## src/rtl/core_pkg.sv

```systemverilog
// Shared types for the core stack access sequencer.
package core_pkg;
    // Access phases: idle, all-plane clear, inter-drive gap, single-plane one drive.
    typedef enum logic [1:0] {
        PH_IDLE  = 2'd0,
        PH_CLEAR = 2'd1,
        PH_GAP   = 2'd2,
        PH_SET   = 2'd3
    } phase_e;
endpackage

```

## src/rtl/cs_plane_pick.sv

```systemverilog
// Lowest-set-bit selector.
// Returns a one-hot vector for the lowest plane still pending a restore drive.
// Assumes nothing about the input; an all-zero input gives an all-zero result.
module cs_plane_pick #(
    parameter int PLANES = 8
) (
    input  logic [PLANES-1:0] pending,
    output logic [PLANES-1:0] pick
);
    // Scan from the top down so that the lowest set bit wins.
    always_comb begin
        pick = '0;
        for (int i = PLANES - 1; i >= 0; i--) begin
            if (pending[i]) begin
                pick    = '0;
                pick[i] = 1'b1;
            end
        end
    end
endmodule

```

## src/rtl/cs_sense_latch.sv

```systemverilog
// Data register, one flip-flop per plane.
// On load it takes a fresh value. While capture is enabled it ORs in the
// sense pulses. Otherwise it holds. data_next is exposed so that the
// sequencer can take the final word in the same cycle as the last capture.
module cs_sense_latch #(
    parameter int PLANES = 8
) (
    input  logic              clk,
    input  logic              rst_n,
    input  logic              load,
    input  logic [PLANES-1:0] load_val,
    input  logic              cap_en,
    input  logic [PLANES-1:0] sense,
    output logic [PLANES-1:0] data_q,
    output logic [PLANES-1:0] data_next
);
    // Next value: load has priority over capture.
    always_comb begin
        if (load)        data_next = load_val;
        else if (cap_en) data_next = data_q | sense;
        else             data_next = data_q;
    end

    // Register the data word.
    always_ff @(posedge clk) begin
        if (!rst_n) data_q <= '0;
        else        data_q <= data_next;
    end

    // outside load and the capture window the register must not move.
    a_r5_hold_outside_window: assert property (@(posedge clk) disable iff (!rst_n)
        (!load && !cap_en) |=> $stable(data_q));
endmodule

```

## src/rtl/cs_sequencer.sv

```systemverilog
// Phase sequencer for one access.
// Runs the clear drive, then a gap, then one single-plane drive of
// one-polarity (each followed by a gap) for every pending plane, lowest
// plane first. It assumes PULSE_CYC >= 1 and GAP_CYC >= 1.
module cs_sequencer
    import core_pkg::*;
#(
    parameter int PLANES    = 8,
    parameter int PULSE_CYC = 4,
    parameter int GAP_CYC   = 2,
    parameter int CW        = 3
) (
    input  logic              clk,
    input  logic              rst_n,
    input  logic              start,
    input  logic [PLANES-1:0] pend_src,
    output logic              idle,
    output logic              in_clear,
    output logic [CW-1:0]     cnt,
    output logic [PLANES-1:0] plane_drv,
    output logic              drive_one
);
    localparam logic [CW-1:0] PULSE_LAST = CW'(PULSE_CYC - 1);
    localparam logic [CW-1:0] GAP_LAST   = CW'(GAP_CYC - 1);

    phase_e            phase;
    logic [PLANES-1:0] pend;
    logic [PLANES-1:0] cur;
    logic [PLANES-1:0] pick;

    cs_plane_pick #(.PLANES(PLANES)) u_pick (
        .pending (pend),
        .pick    (pick)
    );

    // Phase, cycle counter and pending-plane bookkeeping.
    always_ff @(posedge clk) begin
        if (!rst_n) begin
            phase <= PH_IDLE;
            cnt   <= '0;
            pend  <= '0;
            cur   <= '0;
        end else begin
            case (phase)
                PH_IDLE: begin
                    cnt <= '0;
                    if (start) phase <= PH_CLEAR;
                end
                PH_CLEAR: begin
                    if (cnt == PULSE_LAST) begin
                        phase <= PH_GAP;
                        cnt   <= '0;
                        pend  <= pend_src;
                    end else begin
                        cnt <= cnt + 1'b1;
                    end
                end
                PH_GAP: begin
                    if (cnt == GAP_LAST) begin
                        cnt <= '0;
                        if (pend == '0) begin
                            phase <= PH_IDLE;
                        end else begin
                            phase <= PH_SET;
                            cur   <= pick;
                        end
                    end else begin
                        cnt <= cnt + 1'b1;
                    end
                end
                PH_SET: begin
                    if (cnt == PULSE_LAST) begin
                        phase <= PH_GAP;
                        cnt   <= '0;
                        pend  <= pend & ~cur;
                    end else begin
                        cnt <= cnt + 1'b1;
                    end
                end
                default: phase <= PH_IDLE;
            endcase
        end
    end

    // Drive outputs decoded from the phase.
    always_comb begin
        idle      = (phase == PH_IDLE);
        in_clear  = (phase == PH_CLEAR);
        drive_one = (phase == PH_SET);
        case (phase)
            PH_CLEAR: plane_drv = '1;
            PH_SET:   plane_drv = cur;
            default:  plane_drv = '0;
        endcase
    end

    // two drive phases never touch. A non-zero drive that follows a
    // non-zero drive must be the same phase continuing.
    a_r8_no_drive_overlap: assert property (@(posedge clk) disable iff (!rst_n)
        ((plane_drv != '0) && ($past(plane_drv) != '0)) |-> (plane_drv == $past(plane_drv)));

    // a one-polarity drive always moves exactly one plane.
    a_r7_one_plane_at_a_time: assert property (@(posedge clk) disable iff (!rst_n)
        drive_one |-> ($countones(plane_drv) == 1));
endmodule

```

## src/rtl/core_stack_ctrl.sv

```systemverilog
// Core stack access controller, top level.
// Accepts one read or write at a time and latches the address and
// direction. It runs the clear / capture / serial one-drive sequence and
// holds the resulting word in the data register. It assumes
// WIN_LO <= WIN_HI < PULSE_CYC, and that the sense inputs are synchronous
// to clk.
module core_stack_ctrl #(
    parameter int PLANES    = 8,
    parameter int XW        = 6,
    parameter int YW        = 6,
    parameter int PULSE_CYC = 4,
    parameter int GAP_CYC   = 2,
    parameter int WIN_LO    = 1,
    parameter int WIN_HI    = 2
) (
    input  logic              clk,
    input  logic              rst_n,
    input  logic              req,
    input  logic              we,
    input  logic [XW+YW-1:0]  addr,
    input  logic [PLANES-1:0] wdata,
    output logic [PLANES-1:0] rdata,
    output logic              ready,
    output logic [XW-1:0]     col_sel,
    output logic [YW-1:0]     row_sel,
    output logic [PLANES-1:0] plane_drv,
    output logic              drive_one,
    input  logic [PLANES-1:0] sense
);
    localparam int            CMAX = (PULSE_CYC > GAP_CYC) ? PULSE_CYC : GAP_CYC;
    localparam int            CW   = $clog2(CMAX + 1);
    localparam logic [CW-1:0] WLO  = CW'(WIN_LO);
    localparam logic [CW-1:0] WHI  = CW'(WIN_HI);

    logic              idle;
    logic              accept;
    logic              in_clear;
    logic [CW-1:0]     cnt;
    logic              we_q;
    logic              cap_en;
    logic [PLANES-1:0] data_next;

    assign accept = req && idle;
    assign ready  = idle;
    assign cap_en = in_clear && !we_q && (cnt >= WLO) && (cnt <= WHI);

    // Latch address and direction when a request is taken.
    always_ff @(posedge clk) begin
        if (!rst_n) begin
            col_sel <= '0;
            row_sel <= '0;
            we_q    <= 1'b0;
        end else if (accept) begin
            col_sel <= addr[XW+YW-1:YW];
            row_sel <= addr[YW-1:0];
            we_q    <= we;
        end
    end

    cs_sense_latch #(.PLANES(PLANES)) u_latch (
        .clk       (clk),
        .rst_n     (rst_n),
        .load      (accept),
        .load_val  (we ? wdata : '0),
        .cap_en    (cap_en),
        .sense     (sense),
        .data_q    (rdata),
        .data_next (data_next)
    );

    cs_sequencer #(
        .PLANES    (PLANES),
        .PULSE_CYC (PULSE_CYC),
        .GAP_CYC   (GAP_CYC),
        .CW        (CW)
    ) u_seq (
        .clk       (clk),
        .rst_n     (rst_n),
        .start     (accept),
        .pend_src  (data_next),
        .idle      (idle),
        .in_clear  (in_clear),
        .cnt       (cnt),
        .plane_drv (plane_drv),
        .drive_one (drive_one)
    );

    // while idle, nothing is driven into the stack.
    a_r3_idle_no_drive: assert property (@(posedge clk) disable iff (!rst_n)
        ready |-> (plane_drv == '0));

    // the select lines stay put for the whole access.
    a_r1_select_stable: assert property (@(posedge clk) disable iff (!rst_n)
        (!ready && !$past(ready)) |-> ($stable(col_sel) && $stable(row_sel)));

    // a one is only driven into a plane whose data bit is set.
    a_r7_restore_only_ones: assert property (@(posedge clk) disable iff (!rst_n)
        drive_one |-> ((plane_drv & ~rdata) == '0));
endmodule

```

## config.mk

```make
export PLATFORM = sky130hd
export DESIGN_NAME = core_stack_ctrl
export DESIGN_NICKNAME = d
export VERILOG_FILES = /design/src/rtl/core_pkg.sv /design/src/rtl/cs_plane_pick.sv /design/src/rtl/cs_sense_latch.sv /design/src/rtl/cs_sequencer.sv /design/src/rtl/core_stack_ctrl.sv
export SDC_FILE = /design/constraint.sdc
export NUM_CORES = 1
export LEC_CHECK = 0
export BUFFER_PORTS_ARGS = -buffer_cell sky130_fd_sc_hd__clkbuf_2
export CORE_UTILIZATION = 50
export DETAILED_ROUTE_END_ITERATION = 6
export PLACE_DENSITY = 0.79
export RECOVER_POWER = 25
export SYNTH_ARGS = -nofsm -noshare
export SYNTH_HDL_FRONTEND = slang
export SYNTH_SLANG_ARGS = --single-unit
```

## constraint.sdc

```tcl
create_clock -name clk -period 2.1 [get_ports clk]
set_clock_uncertainty 0.15 [all_clocks]
set_input_delay 0.105 -clock clk [delete_from_list [all_inputs] [get_ports clk]]
set_output_delay 0.105 -clock clk [all_outputs]
set_load 0.05 [all_outputs]
```

==> results of run 1 <==
[cell families after synthesis]
family / after synthesis
AOI/OAI and AO/OA: 49
adders and majority gates: 5
buffers and inverters: 20
DFF: 42
muxes: 2
and+or+nand+nor: 110
[through the flow]
step | util (%) | std cells
5_1_grt | 70.8 | 360
6_report | 70.8 | 360
3_5_place_dp | 62.6 | 331
4_1_cts | 71.2 | 360
2_1_floorplan | - | 228
3_3_place_gp | 62.6 | 331
[Yosys cell counts]
cell type                  instances
sky130_fd_sc_hd__nor2_1            2
sky130_fd_sc_hd__inv_1             5
sky130_fd_sc_hd__a32oi_1           2
sky130_fd_sc_hd__nor3b_1           1
sky130_fd_sc_hd__buf_6             1
sky130_fd_sc_hd__nand2b_1         11
sky130_fd_sc_hd__and3_1            8
sky130_fd_sc_hd__mux2_2            1
sky130_fd_sc_hd__nand3_1           8
sky130_fd_sc_hd__clkbuf_1          8
sky130_fd_sc_hd__ha_1              5
sky130_fd_sc_hd__or2_2             1
sky130_fd_sc_hd__mux2i_1           1
sky130_fd_sc_hd__or4_1             1
sky130_fd_sc_hd__a21oi_1           4
sky130_fd_sc_hd__nand4_1           2
sky130_fd_sc_hd__o22ai_1           1
sky130_fd_sc_hd__a221oi_1          8
sky130_fd_sc_hd__o41ai_1           2
sky130_fd_sc_hd__a21boi_1         13
sky130_fd_sc_hd__nor4bb_1          1
sky130_fd_sc_hd__o21ai_1          14
sky130_fd_sc_hd__nand2_1          43
sky130_fd_sc_hd__dfxtp_1          42
sky130_fd_sc_hd__nor4b_2           1
sky130_fd_sc_hd__o41a_4            1
sky130_fd_sc_hd__nand4b_1          1
sky130_fd_sc_hd__and3b_1           1
sky130_fd_sc_hd__a22oi_1           1
sky130_fd_sc_hd__buf_2             6
sky130_fd_sc_hd__o31ai_1           2
sky130_fd_sc_hd__nand3b_1          2
sky130_fd_sc_hd__nor2b_1          12
sky130_fd_sc_hd__and2_1           12
sky130_fd_sc_hd__nor4_2            1
sky130_fd_sc_hd__o21a_1            1
sky130_fd_sc_hd__nor3_1            2
[final cells by class]
class / count / area (µm²) / area share (%)
tap: 48 / 60.1 / 2.28
multi-input combinational: 166 / 1040 / 39.6
inverter: 5 / 18.8 / 0.713
clock buffer: 6 / 72.6 / 2.76
sequential: 42 / 841 / 31.9
clock inverter: 2 / 37.5 / 1.43
timing repair buffer: 91 / 561 / 21.3
[power by group through the flow]
stage	logic [W]	clock network (W)	registers (W)
2_1_floorplan	0.000152	0	0.000927
3_3_place_gp	0.000306	0	0.000856
3_5_place_dp	0.000310	0	0.000856
4_1_cts	0.000340	0.000638	0.000838
5_1_grt	0.000365	0.000675	0.000841
6_report	0.000339	0.000636	0.000838
[worst max-delay path by stage]
stage | startpoint | to | slack [ns] | depth (start not counted)
final | u_seq.phase[1] | plane_drv[7] | 0.12 | 4
after CTS | u_seq.cnt[1] | u_seq.pend[2] | 0.14 | 6
after global placement | u_seq.pend[0] | u_seq.phase[0] | 0.20 | 3
after floorplan | u_seq.phase[0] | u_seq.pend[0] | 0.1 | 6
after detailed placement | u_seq.cnt[1] | u_seq.pend[2] | 0.15 | 6
after global routing | u_seq.phase[1] | plane_drv[7] | 0.01 | 4
[state kept, by name, indices dropped and copies added, names as in the netlist]
signal / count
col_sel: 6
row_sel: 6
u_latch.data_q: 8
u_seq.cnt: 3
u_seq.cur: 8
u_seq.pend: 8
u_seq.phase: 2
we_q: 1
[what timing repair did]
item | CTS | global route
resized for setup | 0 | 1
endpoints found under the setup margin | 0 | 4
hold buffers | 21 | 0
hold endpoints to repair | 29 | 0
buffers inserted | 0 | 0
[critical path, stage by stage, from the launching register on]
cell	delay (ns)
sky130_fd_sc_hd__dfxtp_1	0.72
sky130_fd_sc_hd__buf_4	0.24
sky130_fd_sc_hd__nand2b_1	0.08
sky130_fd_sc_hd__and2_1	0.16
sky130_fd_sc_hd__clkbuf_2	0.23
[layer usage]
| layer | routed length (µm) | vias up | GRT usage [%] |
|---|---|---|---|
| li1 | - | 953 | - |
| met4 | 59 | 0 | 7.78 |
| met2 | 2350 | 58 | 45.4 |
| met5 | 0 | - | 0 |
| met3 | 201 | 6 | 6.34 |
| met1 | 2140 | 868 | 31.3 |
==> tab_implementation.tex, run 1 <==
\begin{tabular}{lr}
\hline
Metric & Value \\
\hline
\multicolumn{2}{l}{\textbf{Outcome}} \\
Result of the run & completed \\
\multicolumn{2}{l}{\textbf{STA}} \\
RSZ-0062 raised after global routing & no \\
Post-route minimum period & just under 2 ns \\
Post-route setup slack & 0.122 ns \\
Worst-case headroom to the max-slew limit & 58.4\% \\
Maximum achievable frequency & 505 MHz \\
Share of the cycle needed by the critical path after routing & 94.2\% \\
Final Hold Violating Endpoints & 0 \\
Final Setup Violations & 0 \\
Total count of max-transition violations in the final report & 0 \\
Final Hold Slack & 0.0495 ns \\
Sum of negative setup slack & 0 ns \\
Slew of the pin with the lowest slew margin & roughly 0.62 ns \\
\multicolumn{2}{l}{\textbf{Routing}} \\
Initial DRT Pass Iterations & 4 \\
Overall via count from detail\_route & 1885 \\
Routed Antenna Nets & 0 \\
Detailed Route WL & 4750 µm \\
Starting DRT DRC Count & 149 \\
Remaining design rule violation count & 0 \\
Detailed-route wire length per cell & around 13 µm \\
Via/cell ratio & 5.24 \\
\multicolumn{2}{l}{\textbf{Placed design}} \\
Final RePlAce weighted congestion & 0.911 \\
Placed cell area & between 0.002 and 0.0025 mm² \\
Worst slack at placement & 0.152 ns \\
HPWL after DPL & 3180 µm \\
Port Buffer Count & between 60 and 70 \\
\multicolumn{2}{l}{\textbf{Critical path}} \\
Depth of the worst register-to-register path & 3 \\
Type of origin of the critical path & register \\
Maximum fanout encountered on the critical timing path & 15 \\
Worst Setup End Kind & output port \\
Worst Path Arrival & 1.72 ns \\
Reg-to-reg startpoint & u\_seq.pend[0] \\
Required time at the worst-slack endpoint & 1.85 ns \\
Slack of the worst reg-to-reg path & 0.18 ns \\
Reg-to-reg critical path endpoint & u\_seq.phase[0] \\
Category of the critical setup timing path & register to output port \\
\multicolumn{2}{l}{\textbf{Yosys}} \\
Instance count of the mapped netlist & 228 \\
Fraction of synthesized area in multiplexers & under 10\% \\
Share of synthesized cell area in full adder, half adder and majority cells & 3.20\% \\
Post-synthesis compound-gate area fraction & 17.9\% \\
Dominant combinational cell family by area after synthesis & simple AND/OR/NAND/NOR gates \\
Total nets after synthesis & 265 \\
Yosys reg bits & 42 \\
Yosys warning total & 0 \\
Number of different library cells in the post-synthesis netlist & 37 \\
Top cells by area in the synthesized netlist & sky130\_fd\_sc\_hd\_\_dfxtp\_1 43\%, sky130\_fd\_sc\_hd\_\_nand2\_1 8.2\%, sky130\_fd\_sc\_hd\_\_a21boi\_1 5.0\% \\
Post-Synthesis Cell Area & roughly 0.0020 mm² \\
Biggest area consumer among synthesized cells & sky130\_fd\_sc\_hd\_\_dfxtp\_1 \\
Area share of the largest cell type after synthesis & 43.0\% \\
Area share of and/or/nand/nor cells after synthesis & 30.2\% \\
Average instance area after synthesis & approximately 8.6 µm² \\
Synthesized-area fraction occupied by xor and xnor cells & 0\% \\
Share of the yosys chip area belonging to registers & 43.0\% \\
\multicolumn{2}{l}{\textbf{Global route}} \\
Combined global-route utilization of all metal layers & a little over a quarter \\
Number of antenna violations at the first check in global routing & 0 \\
Global route total overflow & 0 \\
Global-route wire length before repair & 8250 µm \\
Via count of the first global-routing pass & 1856 \\
Pin count of the biggest net entering global routing & 26 \\
\multicolumn{2}{l}{\textbf{Layout}} \\
Leading cell types in the layout, fill and taps excluded & 43 x sky130\_fd\_sc\_hd\_\_nand2\_1, 43 x sky130\_fd\_sc\_hd\_\_clkbuf\_2, 42 x sky130\_fd\_sc\_hd\_\_dfxtp\_1 \\
Share of final-layout standard cells stronger than drive strength 1 & roughly a fifth \\
Finished layout cell area & 0.00263 mm² \\
\# nets final & 348 \\
\# diodes & 0 \\
Fillers & 303 \\
Layout overhead on the synthesized area & 34.5\% \\
\multicolumn{2}{l}{\textbf{Floorplanning}} \\
Starting density of the core & 52.7\% \\
Die boundary width & 64.6 µm \\
Row count & 22 \\
Standard cell core area & 0.00372 mm² \\
Number of placed I/O pins & 62 \\
Full die area & 0.00417 mm² \\
Vert. Die Dim & 64.6 µm \\
\multicolumn{2}{l}{\textbf{CTS}} \\
Clock latency of the later-clocked register in the worst-skew pair & roughly 0.3 ns \\
Buffer depth of the longest clock path & 2 \\
Total CTS buffers & 5 \\
Clock-pin slew on the worst setup and hold paths & around 0.08 ns \\
CTS sink cnt & 42 \\
H-tree depth & 2 \\
Clock tree from TritonCTS & yes \\
Root Driver & sky130\_fd\_sc\_hd\_\_clkbuf\_8 \\
\multicolumn{2}{l}{\textbf{Power}} \\
Sequential share of power & 46.2\% \\
Relative contribution of the clock network to total power & 35.1\% \\
Combinational share of power & 18.7\% \\
Switching pwr & 0.000522 W \\
Internal power consumption & about 0.0013 W \\
Worst supply voltage drop on vdd & 538 µV \\
Total power density per cell area & 689 mW/mm² \\
Net switching share of the total power & 28.8\% \\
Leakage component of the power & around 1.1 nW \\
Overall power after layout & 0.00181 W \\
\multicolumn{2}{l}{\textbf{Min path}} \\
Launch instance of the worst min-delay path & wdata[5] \\
Type of the most critical hold path & input pin to register \\
Hold-critical path endpoint & u\_latch.data\_q[5] \\
Hold path cells & 4 \\
\multicolumn{2}{l}{\textbf{Run}} \\
Number of maximum-capacitance violations & 0 \\
\hline
\end{tabular}
No activity file was read; power rests on OpenSTA's default activity.
==> run 2, diff against run 1 <==
--- a/config.mk
+++ b/config.mk
@@ -8,7 +8,7 @@
 export BUFFER_PORTS_ARGS = -buffer_cell sky130_fd_sc_hd__clkbuf_2
 export CORE_UTILIZATION = 50
 export DETAILED_ROUTE_END_ITERATION = 6
-export PLACE_DENSITY = 0.79
+export PLACE_DENSITY = 0.89
 export RECOVER_POWER = 25
 export SYNTH_ARGS = -nofsm -noshare
 export SYNTH_HDL_FRONTEND = slang
==> run 2 against run 1 <==
Effect of this change: clock power shrank 16%; fmax increased by 1.0%; worst setup slack better by 0.020 ns; flip-flop and latch count did not move; core utilization is 0.71 points lower; non-clock buffer count down 1; wire length increased by 11%; critical path depth up 2.
==> tab_implementation.tex, run 2 (synthesis results as in run 1) <==
\begin{tabular}{lr}
\hline
Metric & Value \\
\hline
\multicolumn{2}{l}{\textbf{Outcome}} \\
Result of the run & completed \\
\multicolumn{2}{l}{\textbf{STA}} \\
Worst-case headroom to the max-slew limit & 58.1\% \\
Share of the cycle needed by the critical path after routing & between 90\% and 100\% \\
RSZ-0062 raised after global routing & no \\
Post-route minimum period & 1.96 ns \\
Slew of the pin with the lowest slew margin & 0.632 ns \\
Sum of negative setup slack & 0 ns \\
Total count of max-transition violations in the final report & 0 \\
Final Hold Violating Endpoints & 0 \\
Maximum achievable frequency & a little over 500 MHz \\
Final Setup Violations & 0 \\
\multicolumn{2}{l}{\textbf{Placed design}} \\
Port Buffer Count & 61 \\
HPWL after DPL & $\sim$3300 µm \\
Final RePlAce weighted congestion & $\sim$0.87 \\
\multicolumn{2}{l}{\textbf{Power}} \\
Combinational share of power & between 20\% and 30\% \\
Leakage component of the power & 1.06 nW \\
Switching pwr & slightly above 0.0005 W \\
Net switching share of the total power & about 30\% \\
Worst supply voltage drop on vdd & 542 µV \\
Total power density per cell area & between 600 and 700 mW/mm² \\
Internal power consumption & 0.00120 W \\
Relative contribution of the clock network to total power & 31.0\% \\
Sequential share of power & 48.9\% \\
\multicolumn{2}{l}{\textbf{Layout}} \\
Layout overhead on the synthesized area & 33.2\% \\
Share of final-layout standard cells stronger than drive strength 1 & roughly a fifth \\
Largest registers in the final layout & u\_latch.data\_q x8, u\_seq.cur x8, u\_seq.pend x8 \\
Final standard cell utilization of the core & 70.1\% \\
\# nets final & 347 \\
\# diodes & 0 \\
Leading cell types in the layout, fill and taps excluded & 43 x sky130\_fd\_sc\_hd\_\_nand2\_1, 43 x sky130\_fd\_sc\_hd\_\_clkbuf\_2, 42 x sky130\_fd\_sc\_hd\_\_dfxtp\_1 \\
\multicolumn{2}{l}{\textbf{Routing}} \\
Max layer used & met4 \\
Initial DRT Pass Iterations & 4 \\
Routed Antenna Nets & 0 \\
Detailed-routing wirelength on met1 & 2130 µm \\
Detailed-route wire length per cell & 14.7 µm \\
Length of routed met3 wiring & 418 µm \\
Remaining design rule violation count & 0 \\
Overall via count from detail\_route & 1953 \\
Starting DRT DRC Count & slightly above 200 \\
Via/cell ratio & 5.44 \\
Detail Route met2 WL & 2600 µm \\
Detailed Route WL & 5280 µm \\
\multicolumn{2}{l}{\textbf{Global route}} \\
Global-route wire length before repair & 8630 µm \\
Pin count of the biggest net entering global routing & 30 \\
Number of antenna violations at the first check in global routing & 0 \\
Via count of the first global-routing pass & 1894 \\
Combined global-route utilization of all metal layers & 26.9\% \\
Global route total overflow & 0 \\
\multicolumn{2}{l}{\textbf{Run}} \\
Number of maximum-capacitance violations & 0 \\
\multicolumn{2}{l}{\textbf{CTS}} \\
Buffer depth of the longest clock path & 2 \\
Root Driver & sky130\_fd\_sc\_hd\_\_clkbuf\_8 \\
CTS sink cnt & 42 \\
H-tree depth & 2 \\
Clock latency of the later-clocked register in the worst-skew pair & 0.29 ns \\
Total CTS buffers & 5 \\
Clock-pin slew on the worst setup and hold paths & approximately 0.08 ns \\
Setup Fix Bufs, Post-CTS & 0 \\
Clock tree from TritonCTS & yes \\
\multicolumn{2}{l}{\textbf{Critical path}} \\
Delay of the slowest cell on the worst path & 0.44 ns \\
Required time at the worst-slack endpoint & 2.12 ns \\
Type of origin of the critical path & register \\
Cell with the largest stage delay on the worst path & sky130\_fd\_sc\_hd\_\_dfxtp\_1 \\
Worst Path Arrival & 1.97 ns \\
Worst Setup End Kind & register \\
Chain of cells forming the critical path & inv\_1 > ha\_1 > mux2i\_1 > nor4\_4 > a221oi\_1 > nor2b\_1 \\
Maximum fanout encountered on the critical timing path & 8 \\
Category of the critical setup timing path & register to register \\
\multicolumn{2}{l}{\textbf{Min path}} \\
Type of the most critical hold path & input pin to register \\
\multicolumn{2}{l}{\textbf{Floorplanning}} \\
Die boundary width & 64.6 µm \\
Full die area & 0.00417 mm² \\
Vert. Die Dim & 64.6 µm \\
Standard cell core area & 0.00372 mm² \\
Row count & 22 \\
Starting density of the core & 52.7\% \\
Number of placed I/O pins & 62 \\
\hline
\end{tabular}
==> run 2: per-stage QoR <==
stage                     std cells  total power, W  area, µm²  setup WS (ns)  hold WS [ns]
after detailed placement        330         0.00117       2320          0.136         0.183
after CTS                       359         0.00171       2620         0.0784        0.0564
after global placement          330         0.00116       2320          0.217         0.176
final                           359         0.00171       2610          0.142        0.0550
after global routing            359         0.00177       2610         0.0114        0.0825
after floorplan                 228         0.00108       1960         0.0962        0.0898
==> run 2: final timing paths <==
path,start,to,slack (ns),depth (start not counted)
max,u_seq.cnt[1],u_latch.data_q[1],0.14,6
min,wdata[0],u_latch.data_q[0],0.06,4
max reg2reg,u_seq.cnt[1],u_latch.data_q[1],0.14,6
min reg2reg,u_seq.cur[1],u_seq.cur[1],0.30,2
==> run 2: critical path, delay by kind of cell, from the launching register on <==
kind	cells	cell delay (ns)
buffers and inverters	1	0.08
AND/OR/NAND/NOR	2	0.21
adder cells (fa/ha/maj)	1	0.24
flip-flops	1	0.44
multiplexers	1	0.31
AO/OA/AOI/OAI	1	0.39
==> run 2: repair_timing <==
item | in CTS | in global routing
resized for setup | 0 | 1
endpoints found under the setup margin | 0 | 16
endpoints found under the hold margin | 29 | 0
hold buffers | 21 | 0
==> run 2: layer usage <==
layer	global-route usage, %	vias to the layer above
met5	0	-
met1	31.7	889
met4	10.3	0
li1	-	953
met2	47.4	94
met3	5.99	17
==> run 2: power by group through the flow <==
| stage | logic (W) | registers [W] | clock network (W) |
|---|---|---|---|
| global route | 0.000365 | 0.000841 | 0.000564 |
| finish | 0.000343 | 0.000839 | 0.000532 |
| global placement | 0.000303 | 0.000855 | 0 |
| CTS | 0.000340 | 0.000838 | 0.000530 |
| detailed placement | 0.000309 | 0.000856 | 0 |
| floorplan | 0.000152 | 0.000927 | 0 |
==> run 2: cell type report <==
cell class / instances / area [µm²]
clock buffer: 7 / 86.3
clock inverter: 1 / 5.00
fill: 286 / 1110
inverter: 5 / 18.8
multi-input combinational: 166 / 1040
sequential: 42 / 841
tap: 48 / 60.1
timing repair buffer: 90 / 553
